**src/rtl/bwc_pkg.sv**
```systemverilog
package bwc_pkg;
  parameter int unsigned LANE_BITS = 8;
  parameter int unsigned LANE_COUNT = 4;
  parameter int unsigned WORD_ADDR_BITS = 6;

  typedef enum logic [1:0] {
    CYC_READ    = 2'd0,
    CYC_BLOCKED = 2'd1,
    CYC_GLOBAL  = 2'd2,
    CYC_BYTES   = 2'd3
  } cyc_kind_t;

  typedef struct packed {
    logic proc_n;
    logic all_n;
    logic gate_n;
  } wctl_t;
endpackage

```
**src/rtl/bwc_decode.sv**
```systemverilog
module bwc_decode #(
  parameter int unsigned LANES = bwc_pkg::LANE_COUNT
) (
  input  logic                clk,
  input  logic                rst,
  input  bwc_pkg::wctl_t      ctl,
  input  logic [LANES-1:0]    pick_n,
  output logic [LANES-1:0]    strobe,
  output logic                drive_off
);
  import bwc_pkg::*;

  cyc_kind_t        kind;
  logic [LANES-1:0] nxt;

  // priority: processor strobe blocks, then global write, then gated selects
  always_comb begin
    if (!ctl.proc_n)      kind = CYC_BLOCKED;
    else if (!ctl.all_n)  kind = CYC_GLOBAL;
    else if (!ctl.gate_n) kind = CYC_BYTES;
    else                  kind = CYC_READ;
  end

  always_comb begin
    case (kind)
      CYC_GLOBAL: nxt = {LANES{1'b1}};
      CYC_BYTES:  nxt = ~pick_n;
      default:    nxt = '0;
    endcase
  end

  always_ff @(posedge clk) begin
    if (rst) begin
      strobe    <= '0;
      drive_off <= 1'b0;
    end else begin
      strobe    <= nxt;
      drive_off <= |nxt;
    end
  end

  assert_global_all_R2: assert property (@(posedge clk) disable iff (rst)
    (ctl.proc_n && !ctl.all_n) |=> (strobe == {LANES{1'b1}}));

  assert_gated_lanes_R3: assert property (@(posedge clk) disable iff (rst)
    (ctl.proc_n && ctl.all_n && !ctl.gate_n) |=> (strobe == ~$past(pick_n)));

  assert_selects_ignored_R4: assert property (@(posedge clk) disable iff (rst)
    (ctl.all_n && ctl.gate_n) |=> (strobe == '0));

  assert_proc_blocks_R6: assert property (@(posedge clk) disable iff (rst)
    (!ctl.proc_n) |=> (strobe == '0 && !drive_off));

  assert_release_on_write_R7: assert property (@(posedge clk) disable iff (rst)
    (ctl.proc_n && !ctl.all_n) |=> drive_off);
endmodule

```
**src/rtl/bwc_datain.sv**
```systemverilog
module bwc_datain #(
  parameter int unsigned DATA_W = 32,
  parameter int unsigned ADDR_W = bwc_pkg::WORD_ADDR_BITS
) (
  input  logic              clk,
  input  logic              rst,
  input  logic [ADDR_W-1:0] addr_in,
  input  logic [DATA_W-1:0] data_in,
  output logic [ADDR_W-1:0] addr_q,
  output logic [DATA_W-1:0] data_q
);
  always_ff @(posedge clk) begin
    if (rst) begin
      addr_q <= '0;
      data_q <= '0;
    end else begin
      addr_q <= addr_in;
      data_q <= data_in;
    end
  end

  assert_addr_captured_R10: assert property (@(posedge clk) disable iff (rst)
    1'b1 |=> (addr_q == $past(addr_in)));
endmodule

```
**src/rtl/bwc_lane_mem.sv**
```systemverilog
module bwc_lane_mem #(
  parameter int unsigned LANES  = bwc_pkg::LANE_COUNT,
  parameter int unsigned LANE_W = bwc_pkg::LANE_BITS,
  parameter int unsigned ADDR_W = bwc_pkg::WORD_ADDR_BITS,
  localparam int unsigned DATA_W = LANES * LANE_W,
  localparam int unsigned DEPTH  = 1 << ADDR_W
) (
  input  logic              clk,
  input  logic [LANES-1:0]  we,
  input  logic [ADDR_W-1:0] addr,
  input  logic [DATA_W-1:0] wdata,
  output logic [DATA_W-1:0] rdata
);
  for (genvar g = 0; g < LANES; g++) begin : g_lane
    logic [LANE_W-1:0] bank [DEPTH];
    always_ff @(posedge clk) begin
      if (we[g]) bank[addr] <= wdata[g*LANE_W +: LANE_W];
      rdata[g*LANE_W +: LANE_W] <= bank[addr];
    end
  end
endmodule

```
**src/rtl/byte_write_ctrl.sv**
```systemverilog
module byte_write_ctrl #(
  parameter int unsigned LANES  = bwc_pkg::LANE_COUNT,
  parameter int unsigned LANE_W = bwc_pkg::LANE_BITS,
  parameter int unsigned ADDR_W = bwc_pkg::WORD_ADDR_BITS,
  localparam int unsigned DATA_W = LANES * LANE_W
) (
  input  logic              clk,
  input  logic              rst,
  input  logic              wr_all_n,
  input  logic              lane_gate_n,
  input  logic [LANES-1:0]  lane_pick_n,
  input  logic              proc_start_n,
  input  logic [ADDR_W-1:0] word_addr,
  input  logic [DATA_W-1:0] wr_data,
  output logic [LANES-1:0]  lane_strobe,
  output logic              drive_off,
  output logic [DATA_W-1:0] rd_data
);
  bwc_pkg::wctl_t    ctl;
  logic [ADDR_W-1:0] addr_q;
  logic [DATA_W-1:0] data_q;

  assign ctl = '{proc_n: proc_start_n, all_n: wr_all_n, gate_n: lane_gate_n};

  bwc_decode #(.LANES(LANES)) u_decode (
    .clk(clk), .rst(rst), .ctl(ctl), .pick_n(lane_pick_n),
    .strobe(lane_strobe), .drive_off(drive_off)
  );

  bwc_datain #(.DATA_W(DATA_W), .ADDR_W(ADDR_W)) u_datain (
    .clk(clk), .rst(rst), .addr_in(word_addr), .data_in(wr_data),
    .addr_q(addr_q), .data_q(data_q)
  );

  bwc_lane_mem #(.LANES(LANES), .LANE_W(LANE_W), .ADDR_W(ADDR_W)) u_mem (
    .clk(clk), .we(lane_strobe), .addr(addr_q), .wdata(data_q), .rdata(rd_data)
  );

  assert_reset_quiet_R1: assert property (@(posedge clk)
    $past(rst) |-> (lane_strobe == '0 && !drive_off));
endmodule

```
**config.mk**
```make
export PLATFORM = sky130hd
export DESIGN_NAME = byte_write_ctrl
export DESIGN_NICKNAME = d
export VERILOG_FILES = /design/src/rtl/bwc_pkg.sv /design/src/rtl/bwc_decode.sv /design/src/rtl/bwc_datain.sv /design/src/rtl/bwc_lane_mem.sv /design/src/rtl/byte_write_ctrl.sv
export SDC_FILE = /design/constraint.sdc
export NUM_CORES = 2
export LEC_CHECK = 0
export BUFFER_PORTS_ARGS = -buffer_cell sky130_fd_sc_hd__buf_2
export CAP_MARGIN = 20
export CORE_ASPECT_RATIO = 2
export CORE_MARGIN = 1
export CORE_UTILIZATION = 25
export CTS_BUF_LIST = sky130_fd_sc_hd__clkbuf_4 sky130_fd_sc_hd__clkbuf_8
export DETAILED_ROUTE_END_ITERATION = 6
export PLACE_DENSITY = 0.43
export SETUP_SLACK_MARGIN = 0.15
export SYNTH_ARGS = -nofsm -noshare
export SYNTH_HDL_FRONTEND = slang
export SYNTH_SLANG_ARGS = --single-unit
```
**constraint.sdc**
```tcl
create_clock -name clk -period 4.8 [get_ports clk]
set_clock_uncertainty 0.15 [all_clocks]
set_input_delay 0.72 -clock clk [delete_from_list [all_inputs] [get_ports clk]]
set_output_delay 0.72 -clock clk [all_outputs]
set_load 0.01 [all_outputs]
```
After elaboration in Yosys (flattened, before gate mapping)
Memories as Yosys holds them, arrays and structs flattened. A register that Yosys moved wholly into a read port is not among the register bits.
Index checks and enable logic that the tools add are counted.
{"block": "word_totals", "output_inout_bits": 37, "mem_count": 4, "mem_bits_rw": 2048, "inputBits": 47, "reg_bits": 43, "word_cells": 24}
{"block": "classes", "bitwise_logic": 1, "reduce_logical": 1, "mux": 12, "eq_ne": 2}
{"memory": "u_mem.g_lane[0].bank", "depth": 64, "word_bits": 8, "rd": 1, "rd_clocked_by_memory_dff": 1, "write_ports": 1, "line_no": "bwc_lane_mem.sv:15", "text": "logic [LANE_W-1:0] bank [DEPTH];"}
{"memory": "u_mem.g_lane[1].bank", "depth": 64, "word_bits": 8, "rd": 1, "rd_clocked_by_memory_dff": 1, "write_ports": 1, "line_no": "bwc_lane_mem.sv:15"}
{"memory": "u_mem.g_lane[2].bank", "depth": 64, "word_bits": 8, "rd": 1, "rd_clocked_by_memory_dff": 1, "write_ports": 1, "line_no": "bwc_lane_mem.sv:15"}
{"memory": "u_mem.g_lane[3].bank", "depth": 64, "word_bits": 8, "rd": 1, "rd_clocked_by_memory_dff": 1, "write_ports": 1, "line_no": "bwc_lane_mem.sv:15"}
{"op": "1-bit 2-to-1 mux", "n": 8}
{"op": "4-bit one-hot mux with 2 select lines", "n": 1}
{"op": "2-bit 2-to-1 mux", "n": 3}
{"op": "2-bit equality test (second input constant)", "n": 2}
{"op": "4-bit inverter", "n": 1}
{"op": "4-bit OR reduction", "n": 1}

Logic depth before layout (Yosys ltp)
{"block": "logic_depth", "depth_word": 6, "depth_mapped": 11, "ltp_nobuf": 6}

By module
A second synthesis with hierarchy kept.
{"block": "hier_totals", "cells_unflattened": 4623, "area_unflattened_um2": 80469.7}
{"module": "bwc_lane_mem", "seq_area_each_um2": 62139.6, "area_each_um2": 79087.1, "cells_per_inst": 4527, "n_inst": 1}
{"module": "bwc_datain", "seq_area_each_um2": 760.7, "area_each_um2": 1212.4, "cells_per_inst": 80, "n_inst": 1}
{"module": "bwc_decode", "seq_area_each_um2": 100.1, "area_each_um2": 170.2, "cells_per_inst": 16, "n_inst": 1}

Worst setup path after synthesis
OpenSTA, ideal clock, no wires.
{"block": "synth_timing", "kind": "register to register", "start": "register u_datain.addr_q[0]", "end": "memory u_mem.g_lane[1].bank[0][0] (netlist bit) (enable)", "setup_ns": 0.370, "arrival_ns": 2.035, "t_required_ns": 4.280, "stages_incl_launch_ff": 10, "n_path_buf": 6, "slack_ns": 2.245, "synth_period_minus_slack_ns": 2.555, "path_cell_list": "dfxtp_1 > buf_6 > buf_8 > nor2_2 > buf_2 > buf_2 > buf_2 > nand2_1 > clkbuf_1 > nor2_1"}
{"element": "start: declaration", "line_no": "bwc_datain.sv:9", "text": "output logic [ADDR_W-1:0] addr_q,"}
{"element": "start signal: assignment", "line_no": "bwc_datain.sv:17", "text": "addr_q <= addr_in;"}
{"element": "end: declaration", "line_no": "bwc_lane_mem.sv:15"}
Straight into the memory's write port.

==> out/qor.yml <==
layout.nets: 5032
fillers: 31500
grt.total_usage: 0.178
hp-class: "primary input to flop"
rsz0062_at_grt: "no"
hp-start: "rst"
setup_violations: 0
fin_crit_ns: 3.83
worstPathArrival_ns: 4.58
area_growth_syn_to_layout_pct: 16.1
hpwlAfterDp_um: 195000
clk_pin_slew_ns: 0.07
ys_ff_latch: 2123
r2r_start: "u_datain.addr_q[2]"
finalWeightedCongestion: 0.839
grt.overflow.total: 0
power_uw: 37200
cts_buffers: 289
power_density_nw_per_um2: 400
wl_um: 294000
ys.flop_type: "edfxtp_1"
synth-xor-area-share: 0
cts_max_path_buffers: 4
synth_cell_types: 64
reg2regPathDepth: 8
synth_enable_flop_cells: 2048
cp-startpoint: "u_datain.addr_q[2]"
tightest_slew_ns: 1.16
synth_top_family_by_area: "compound AO/OA/AOI/OAI gates"
core_um2: 319000
die_area_um2: 323000
die_x_um: 402
yosys.area_share.simple: 0.0382
drt_iter0_drc: 3713
drcViolationCount: 0
hold_viol_final: 0
antenna_left: 0
ir_drop_uv: 271
crit_path_end: "u_mem.rdata[7]"
yosysWarnings: 0
maxCapViolCount: 0
timing.slew.headroom: 0.222
final-seq-area_um2: 63100
syn_nets: 4661
grt_max_degree: 98
worstPathRequired_ns: 5.55
first_pass_iters: 7
worst_slack_ns: 0.974
crit_path_start_kind: "flop"
status: "complete, no violations"
multi_input_area_um2: 15700
first_global_vias: 48900
routed-via-count: 45900
synth_fa_ha_area_frac: 0
syn_avg_cell_area_um2: 17.4
pre_cts_ws_ns: 1.00
drv_slew: 0
cts_tree: "yes"
seq_area_frac_synth: 0.786
htree_levels: 5
r2r_slack_ns: 0.97
clock_latency_ns: 0.98
io_buffers: 83
timing.fmax_mhz: 261
p_leak_uw: 0.0265
via_per_inst: 4.92
end_kind: "flop"
path_max_fanout: 31
reg2reg_to: "u_mem.rdata[7]"
clkSinkCount: 2123
fin_tns_setup_ns: 0
die_height_um: 803
clk_root_buffer_cell: "clkbuf_8"
cts_setup_buffers: 0
period_share: 0.797
grt_pass1_wl_um: 399000
worstSetupPathType: "flop to flop"
async_flop_share: 0
synth_compound_area_frac: 0.101
core.rowCount: 293
pin_count: 84
syn-cell-area_um2: 80200
layout-drive-gt1-share: 0.193
initial_utilization: 0.252
routedWlPerCell_um: 31.5
synth.area.mux_share: 0.0546
syn-instance-count: 4614
antenna_found_initial: 15
==> cell usage after synthesis, types with 26 or more instances <==
master	instances	share of area
nor3_1	34	0.0021
clkbuf_1	151	0.0071
mux2i_1	220	0.027
o22ai_1	153	0.012
a21oi_1	146	0.0091
a221oi_1	313	0.034
nor2b_1	45	0.0035
a22oi_1	279	0.026
mux2_2	39	0.0055
dfxtp_1	75	0.019
nor4_1	26	0.0020
nor2_1	366	0.017
mux4_2	76	0.021
a22o_1	31	0.0034
buf_2	121	0.0076
edfxtp_1	2048	0.77
buf_1	29	0.0014
nand3_1	37	0.0023
o21ai_0	102	0.0064
nand2_1	120	0.0056
==> critical path, cell delays in order, from the launching register on <==
cell and delay, ns:
dfxtp_4 0.71, buf_4 0.52, nor2b_4 0.40, buf_4 0.48, a221oi_1 0.19, a211oi_1 0.71
nor4_1 0.22, nand3_1 0.13, or3_1 0.18
==> worst min-delay path by stage <==
| stage | end | cells after the start | slack (ns) |
|---|---|---|---|
| 2_1_floorplan | u_mem.rdata[10] | 4 | 0.40 |
| 3_3_place_gp | u_mem.rdata[4] | 4 | 0.50 |
| 3_5_place_dp | u_mem.rdata[2] | 4 | 0.49 |
| 4_1_cts | u_datain.data_q[6] | 2 | 0.01 |
| 5_1_grt | u_datain.addr_q[1] | 2 | 0.06 |
| 6_report | u_datain.data_q[2] | 2 | 0.07 |
==> stage by stage <==
| step | instances | utilization | cell area (um^2) | hold slack (ns) |
|---|---|---|---|---|
| 2_1_floorplan | 4614 | - | 80200 | 0.399 |
| 4_1_cts | 9322 | 0.292 | 93000 | 0.0144 |
| 5_1_grt | 9329 | 0.292 | 93000 | 0.0589 |
| 6_report | 9334 | 0.292 | 93100 | 0.0670 |
| 3_3_place_gp | 8764 | 0.272 | 86700 | 0.495 |
| 3_5_place_dp | 8766 | 0.272 | 86700 | 0.487 |
==> state kept, by name, indices dropped and copies added (netlist names) <==
name,cells
u_mem.g_lane.bank,2048
u_datain.data_q,32
u_mem.rdata,32
u_datain.addr_q,6
u_decode.strobe,4
u_decode.drive_off,1
==> routing by layer <==
layer	wire length [um]	part of all wire	up-vias	global-route usage
met1	97000	0.33	24100	0.174
met2	162000	0.55	1609	0.344
met3	13100	0.045	579	0.0223
met4	21500	0.073	2	0.117
li1	-	-	19600	-
met5	14	0.000048	-	0
==> cell type report <==
type | count | area share
sequential | 2123 | 0.678
multi-input combinational | 2150 | 0.169
tap | 4130 | 0.0555
clock buffer | 395 | 0.0532
timing repair buffer | 417 | 0.0360
clock inverter | 103 | 0.00799
antenna | 12 | 0.000323
inverter | 4 | 0.000202
==> power breakdown <==
| part | leakage (uW) | switching, uW | internal, uW |
|---|---|---|---|
| Sequential | 0.0167 | 232 | 20400 |
| Combinational | 0.00674 | 1680 | 652 |
| Clock | 0.00301 | 7000 | 7270 |
| Total | 0.0265 | 8920 | 28300 |
==> cells by family after synthesis <==
logic type / after synthesis
DFF: 2123
and+or+nand+nor: 693
AOI/OAI and AO/OA: 1120
muxes: 337
buffers and inverters: 341
==> layout by cell type (no fill, tap or decap), drive strengths merged, types with 31 or more instances in the layout <==
master	count
dlygate4sd3	58
buf	359
a21oi	146
o21ai	103
nor2	367
nor2b	46
a22oi	279
mux4	76
dfxtp	75
edfxtp	2048
clkinv	87
o22ai	153
clkbuf	395
a22o	31
nand3	37
nor3	34
mux2	41
nand2	121
a221oi	313
mux2i	220
==> timing repair <==
item	in CTS	in global routing
hold buffers	58	0
endpoints found under the hold margin	42	0
resized for setup	0	0
No activity file was read; power rests on OpenSTA's default activity.
